<file path="src/rtl/irq_ctrl_pkg.sv">
package irq_ctrl_pkg;

  typedef struct packed {
    logic ackTake;   // accepted acknowledge this cycle
    logic eoiTake;   // end-of-interrupt with something in service
    logic maskLoad;  // load new mask
  } irqStrobes_t;

endpackage

</file>
<file path="src/rtl/irq_prio_enc.sv">
module irq_prio_enc #(
  parameter int NUM_LINES = 8,
  localparam int IDX_W = (NUM_LINES > 1) ? $clog2(NUM_LINES) : 1
) (
  input  logic [NUM_LINES-1:0] reqVec,
  output logic                 anySet,
  output logic [IDX_W-1:0]     topIdx
);

  // lowest index wins; scan from the top so the last hit is the lowest
  always_comb begin
    anySet = |reqVec;
    topIdx = '0;
    for (int i = NUM_LINES - 1; i >= 0; i--) begin
      if (reqVec[i]) topIdx = IDX_W'(i);
    end
  end

endmodule

</file>
<file path="src/rtl/irq_ctrl_ctl.sv">
module irq_ctrl_ctl
  import irq_ctrl_pkg::*;
#(
  parameter int NUM_LINES = 8,
  localparam int IDX_W = (NUM_LINES > 1) ? $clog2(NUM_LINES) : 1
) (
  input  logic                 clk,
  input  logic                 rstN,
  input  logic [NUM_LINES-1:0] pendQ,
  input  logic [NUM_LINES-1:0] maskQ,
  input  logic [NUM_LINES-1:0] isrQ,
  input  logic                 intAck,
  input  logic                 eoiWr,
  input  logic                 maskWr,
  output irqStrobes_t          strb,
  output logic [IDX_W-1:0]     ackIdx,
  output logic [IDX_W-1:0]     eoiIdx,
  output logic                 intOut
);

  logic [NUM_LINES-1:0] eligible;
  logic                 winAny;
  logic                 isrAny;

  assign eligible = pendQ & ~maskQ;

  irq_prio_enc #(.NUM_LINES(NUM_LINES)) uWinEnc (
    .reqVec(eligible),
    .anySet(winAny),
    .topIdx(ackIdx)
  );

  irq_prio_enc #(.NUM_LINES(NUM_LINES)) uIsrEnc (
    .reqVec(isrQ),
    .anySet(isrAny),
    .topIdx(eoiIdx)
  );

  // raise only when the winner outranks everything in service
  always_comb begin
    intOut = winAny && (!isrAny || (ackIdx < eoiIdx));
    strb.ackTake  = intAck && intOut;
    strb.eoiTake  = eoiWr && isrAny;
    strb.maskLoad = maskWr;
  end

  AST_NEST_ONLY_HIGHER: assert property (@(posedge clk) disable iff (!rstN)
    intOut |-> ((isrQ & ((NUM_LINES'(2) << ackIdx) - NUM_LINES'(1))) == '0));

  AST_MASKED_NEVER_SIGNALS: assert property (@(posedge clk) disable iff (!rstN)
    intOut |-> (!maskQ[ackIdx] && pendQ[ackIdx]));

endmodule

</file>
<file path="src/rtl/irq_ctrl_dp.sv">
module irq_ctrl_dp
  import irq_ctrl_pkg::*;
#(
  parameter int NUM_LINES = 8,
  parameter int VEC_W     = 8,
  parameter int VEC_BASE  = 32,
  localparam int IDX_W = (NUM_LINES > 1) ? $clog2(NUM_LINES) : 1
) (
  input  logic                 clk,
  input  logic                 rstN,
  input  logic [NUM_LINES-1:0] irqReq,
  input  logic [NUM_LINES-1:0] maskData,
  input  irqStrobes_t          strb,
  input  logic [IDX_W-1:0]     ackIdx,
  input  logic [IDX_W-1:0]     eoiIdx,
  output logic [NUM_LINES-1:0] pendQ,
  output logic [NUM_LINES-1:0] maskQ,
  output logic [NUM_LINES-1:0] isrQ,
  output logic [VEC_W-1:0]     vecOut
);

  logic [NUM_LINES-1:0] ackHot;
  logic [NUM_LINES-1:0] eoiHot;

  assign ackHot = strb.ackTake ? (NUM_LINES'(1) << ackIdx) : '0;
  assign eoiHot = strb.eoiTake ? (NUM_LINES'(1) << eoiIdx) : '0;

  always_ff @(posedge clk) begin
    if (!rstN) begin
      pendQ  <= '0;
      maskQ  <= '0;
      isrQ   <= '0;
      vecOut <= '0;
    end else begin
      // acknowledged bit is cleared this edge; a held line re-arms next edge
      pendQ <= (pendQ | irqReq) & ~ackHot;
      isrQ  <= (isrQ & ~eoiHot) | ackHot;
      if (strb.maskLoad) maskQ <= maskData;
      if (strb.ackTake) vecOut <= VEC_W'(VEC_BASE) + VEC_W'(ackIdx);
    end
  end

  AST_ACK_MOVES_BIT: assert property (@(posedge clk) disable iff (!rstN)
    strb.ackTake |=> (isrQ[$past(ackIdx)] && !pendQ[$past(ackIdx)]));

  AST_VEC_FROM_LINE: assert property (@(posedge clk) disable iff (!rstN)
    strb.ackTake |=> (vecOut == VEC_W'(VEC_BASE) + VEC_W'($past(ackIdx))));

  AST_VEC_HOLDS: assert property (@(posedge clk) disable iff (!rstN)
    !strb.ackTake |=> $stable(vecOut));

  AST_EOI_RETIRES_ONE: assert property (@(posedge clk) disable iff (!rstN)
    (strb.eoiTake && !strb.ackTake) |=> ($countones(isrQ) + 1 == $countones($past(isrQ))));

endmodule

</file>
<file path="src/rtl/irq_ctrl_top.sv">
module irq_ctrl_top
  import irq_ctrl_pkg::*;
#(
  parameter int NUM_LINES = 8,
  parameter int VEC_W     = 8,
  parameter int VEC_BASE  = 32
) (
  input  logic                 clk,
  input  logic                 rstN,
  input  logic [NUM_LINES-1:0] irqReq,
  input  logic                 nmiIn,
  input  logic                 intAck,
  input  logic                 eoiWr,
  input  logic                 maskWr,
  input  logic [NUM_LINES-1:0] maskData,
  output logic                 intOut,
  output logic [VEC_W-1:0]     vecOut,
  output logic                 nmiOut
);

  localparam int IDX_W = (NUM_LINES > 1) ? $clog2(NUM_LINES) : 1;

  irqStrobes_t          strb;
  logic [IDX_W-1:0]     ackIdx;
  logic [IDX_W-1:0]     eoiIdx;
  logic [NUM_LINES-1:0] pendQ;
  logic [NUM_LINES-1:0] maskQ;
  logic [NUM_LINES-1:0] isrQ;

  // non-maskable path bypasses all state
  assign nmiOut = nmiIn;

  irq_ctrl_ctl #(.NUM_LINES(NUM_LINES)) uCtl (
    .clk(clk), .rstN(rstN),
    .pendQ(pendQ), .maskQ(maskQ), .isrQ(isrQ),
    .intAck(intAck), .eoiWr(eoiWr), .maskWr(maskWr),
    .strb(strb), .ackIdx(ackIdx), .eoiIdx(eoiIdx), .intOut(intOut)
  );

  irq_ctrl_dp #(.NUM_LINES(NUM_LINES), .VEC_W(VEC_W), .VEC_BASE(VEC_BASE)) uDp (
    .clk(clk), .rstN(rstN),
    .irqReq(irqReq), .maskData(maskData),
    .strb(strb), .ackIdx(ackIdx), .eoiIdx(eoiIdx),
    .pendQ(pendQ), .maskQ(maskQ), .isrQ(isrQ), .vecOut(vecOut)
  );

endmodule

</file>
<file path="config.mk">
export PLATFORM = sky130hd
export DESIGN_NAME = irq_ctrl_top
export DESIGN_NICKNAME = d
export VERILOG_FILES = /design/src/rtl/irq_ctrl_pkg.sv /design/src/rtl/irq_prio_enc.sv /design/src/rtl/irq_ctrl_ctl.sv /design/src/rtl/irq_ctrl_dp.sv /design/src/rtl/irq_ctrl_top.sv
export SDC_FILE = /design/constraint.sdc
export NUM_CORES = 1
export LEC_CHECK = 0
export BUFFER_PORTS_ARGS = -buffer_cell sky130_fd_sc_hd__buf_2
export CAP_MARGIN = 20
export CORE_ASPECT_RATIO = 1.2
export CORE_MARGIN = 2
export CORE_UTILIZATION = 50
export CTS_BUF_LIST = sky130_fd_sc_hd__clkbuf_8
export DETAILED_ROUTE_END_ITERATION = 10
export HOLD_SLACK_MARGIN = 0.02
export PLACE_DENSITY = 0.77
export SETUP_SLACK_MARGIN = 0.15
export SLEW_MARGIN = 40
export SYNTH_ARGS = -nofsm -noshare
export SYNTH_HDL_FRONTEND = slang
export SYNTH_HIERARCHICAL = 1
export SYNTH_SLANG_ARGS = --single-unit
</file>
<file path="constraint.sdc">
create_clock -name clk -period 2.4 [get_ports clk]
set_clock_uncertainty 0.05 [all_clocks]
set_input_delay 0.48 -clock clk [delete_from_list [all_inputs] [get_ports clk]]
set_output_delay 0.48 -clock clk [all_outputs]
set_load 0.1 [all_outputs]
</file>
==> flow_summary_export.csv <==
group,metric,value,unit
route,wl_met1,1440,um
worst_setup_path,max_stage_delay,0.33,ns
run,maxCapViolations,0,
clock_network,clk_pin_slew,0.09,ns
power,powerDensity,952,nW/um^2
floorplan,die_area,3380,um^2
sta,setup_viol,13,
global_routing,grt_usage,23.6,%
worst_setup_path,critPathRequiredTime,1.87,ns
worst_setup_path,path_cells,"nor2b_4 > nor4_4 > and3b_1 > ha_2 > o21a_2 > a21boi_4 > buf_12",
clock_network,cts_tree,"yes",
clock_network,cts-root-buf,"clkbuf_8",
floorplan,die_w,53.4,um
power,ir_drop,1.22,mV
floorplan,num_io_pins,32,
power,power,1.77,mW
floorplan,initial_utilization,52.7,%
worst_setup_path,r2r_setup_slack,-0.09,ns
power,pwr-share-comb,48.3,%
power,p_switching,0.686,mW
yosys,ys.flop_type,"dfxtp_1",
power,p_leak,0.842,nW
worst_hold_path,hp-class,"input port to register",
clock_network,ctsLongestPathBuffers,2,
floorplan,die-height,63.3,um
worst_setup_path,crit_arrival,2.16,ns
route,wl_met3,188,um
finish,nFillCells,232,
yosys,ys_types,36,
sta,rsz0062_at_grt,"true",
route,ant_nets,0,
placement,dp_hpwl,2500,um
floorplan,core-area,2790,um^2
route,wirelength,3730,um
placement,io_buffers,25,
yosys,synth_edf_count,0,
sta,fin_tns_setup,-1.18,ns
finish,nets,214,
worst_hold_path,min_from,"maskData[3]",
power,pwr-share-clk,20.4,%
clock_network,cts_inserted_buffers,3,
global_routing,grt_pass1_vias,1341,
sta,timing.hold.ws,0.396,ns
route,num_vias,1304,
finish,multiInputGateArea,898,um^2
worst_setup_path,start_kind,"register",
worst_hold_path,holdPathEnd,"uDp/maskQ[3]$_SDFFE_PN0P_",
yosys,syn_inst,157,
finish,post-route-cell-area,1860,um^2
placement,dp_cells,213,
worst_setup_path,critPathKind,"register to output port",
sta,min_period_over_period,112,%
clock_network,clk_latency,0.27,ns
route,met2_length,2060,um
power,intPower,1.09,mW
power,switching_share,38.7,%
yosys,ys_ff_latch,28,
route,dr.pass1.iters,4,
finish,n_antenna_cell,0,
finish,drive_gt1_share,37.0,%
finish,postLayoutCoreUtil,66.8,%
sta,timing.fmax,372,MHz
clock_network,cts.sinks,28,
clock_network,ctsHoldBuffers,0,
global_routing,grt_max_degree,22,
route,top_layer,"met4",
run_status,status,"finished, violations left",
finish,final_cell_mix,"24 x buf_2, 23 x dfxtp_1, 20 x nor2_1",
worst_setup_path,rr_startpoint,"uDp/pendQ[6]$_SDFF_PN0_",
yosys,ys_async_sr_fraction,0,%
sta,slew_viol_final,0,
route,route.detailed.drc,0,
yosys,synth_area,1470,um^2
worst_setup_path,critPathBufInv,1,
power,seqPwrFrac,31.3,%
worst_setup_path,r2r-end,"uDp/isrQ[4]$_SDFF_PN0_",
clock_network,ctsHtreeMaxLevel,1,
yosys,synth-warning-count,6,
finish,register_area,567,um^2
yosys,syn_avg_cell_area,9.34,um^2
worst_hold_path,whs_path_depth,3,
placement,post-place-ws,-0.0104,ns
worst_setup_path,critPathMaxFanout,3,
placement,routabilityCongestion,0.845,
finish,mostFrequentLayoutCell,"buf_2",
worst_setup_path,cpLargestDelayFamily,"simple AND/OR/NAND/NOR gates",
finish,syn_to_final_growth,27.0,%
yosys,synth.yosys.seq_area_share,38.2,%
finish,finalNonFillerCells,223,
route,dr.first_iter.drc_count,62,
sta,hold_violations,0,
worst_setup_path,reg2reg_depth,12,
worst_setup_path,end_kind,"output port",
worst_setup_path,slowest_stage,"dfxtp_2",
floorplan,rows,21,
run_status,failed_checks,"negative setup slack",
global_routing,antenna_found_initial,0,
sta,setup_slack,-0.288,ns
global_routing,overflow,0,
placement,place_area,1650,um^2
route,detail_route.wl_per_cell,16.7,um
sta,finalCriticalPeriod,2.69,ns
global_routing,grt_pass1_wl,6030,um
route,viasPerCell,5.85,
## worst max path at each step
stage                         to  slack (ns)                     from  cells past startpoint
after global placement    intOut         0.1  uDp/pendQ[7]$_SDFF_PN0_                      7
after CTS                 intOut       -0.24   uDp/isrQ[4]$_SDFF_PN0_                      7
after global routing      intOut       -0.36   uDp/isrQ[4]$_SDFF_PN0_                      7
after floorplan           intOut       -0.10  uDp/pendQ[5]$_SDFF_PN0_                      6
after detailed placement  intOut       -0.01  uDp/pendQ[7]$_SDFF_PN0_                      7
final                     intOut       -0.29  uDp/pendQ[5]$_SDFF_PN0_                      7
## cells by family after synthesis
group	share of synthesized area, %
adder cells (fa/ha/maj)	1.71
multiplexers	7.51
AO/OA/AOI/OAI	14.8
other	0.256
flip-flops	38.2
buffers and inverters	8.96
AND/OR/NAND/NOR	28.6
## final cells by class
type | instances | area share (%)
multi-input cells | 113 | 48.3
flip-flops and latches | 28 | 30.4
repair buffers | 39 | 14.2
well taps | 34 | 2.28
clock buffers | 3 | 2.22
clock inverters | 1 | 1.61
inverters | 5 | 1.01
## timing repair
action,in CTS,in global routing
endpoints found under the setup margin,20,21
resized for setup,25,8
cloned,1,0
pin swaps,12,2
buffers inserted,4,1
## worst min-delay path, stage by stage
cell and delay (ns):
buf_2 0.07, mux2i_1 0.05, nor2_1 0.07
## registers in the layout, indices dropped and copies added (netlist names)
name	cells
uDp/isrQ	8
uDp/maskQ	8
uDp/pendQ	8
uDp/vecOut	4
## power groups by stage
stage | clock network, mW | registers [mW] | logic (mW)
2_1_floorplan | 0 | 0.643 | 0.485
3_3_place_gp | 0 | 0.558 | 0.693
3_5_place_dp | 0 | 0.562 | 0.715
4_1_cts | 0.369 | 0.554 | 0.812
5_1_grt | 0.383 | 0.560 | 0.897
6_report | 0.361 | 0.555 | 0.856
## synthesized netlist by cell type, types with 2 or more instances
cell,n,area [um^2]
nand2_1,9,33.8
nand3_1,2,10.0
nand4b_1,3,26.3
buf_2,3,15.0
nor2_1,23,86.3
inv_1,4,15.0
o22ai_1,4,25.0
a21boi_0,2,15.0
a21oi_1,3,15.0
o21bai_1,2,15.0
o41ai_1,2,17.5
and4bb_1,3,37.5
mux2i_1,11,110
nor4_2,2,25.0
ha_1,2,25.0
nor2b_1,10,62.6
o2bb2ai_1,4,35.0
o211a_1,4,40.0
dfxtp_1,28,561
buf_6,4,45.0
and4b_1,3,30.0
o21ai_0,6,30.0
and3b_1,2,17.5
nor4bb_1,3,30.0
buf_4,7,52.6
## per-layer routing
metal,vias up,GRT usage [%]
li1,617,-
met3,4,4.50
met4,0,9.62
met2,49,41.0
met1,634,27.2
met5,-,0
(Power assumes the default switching activity.)
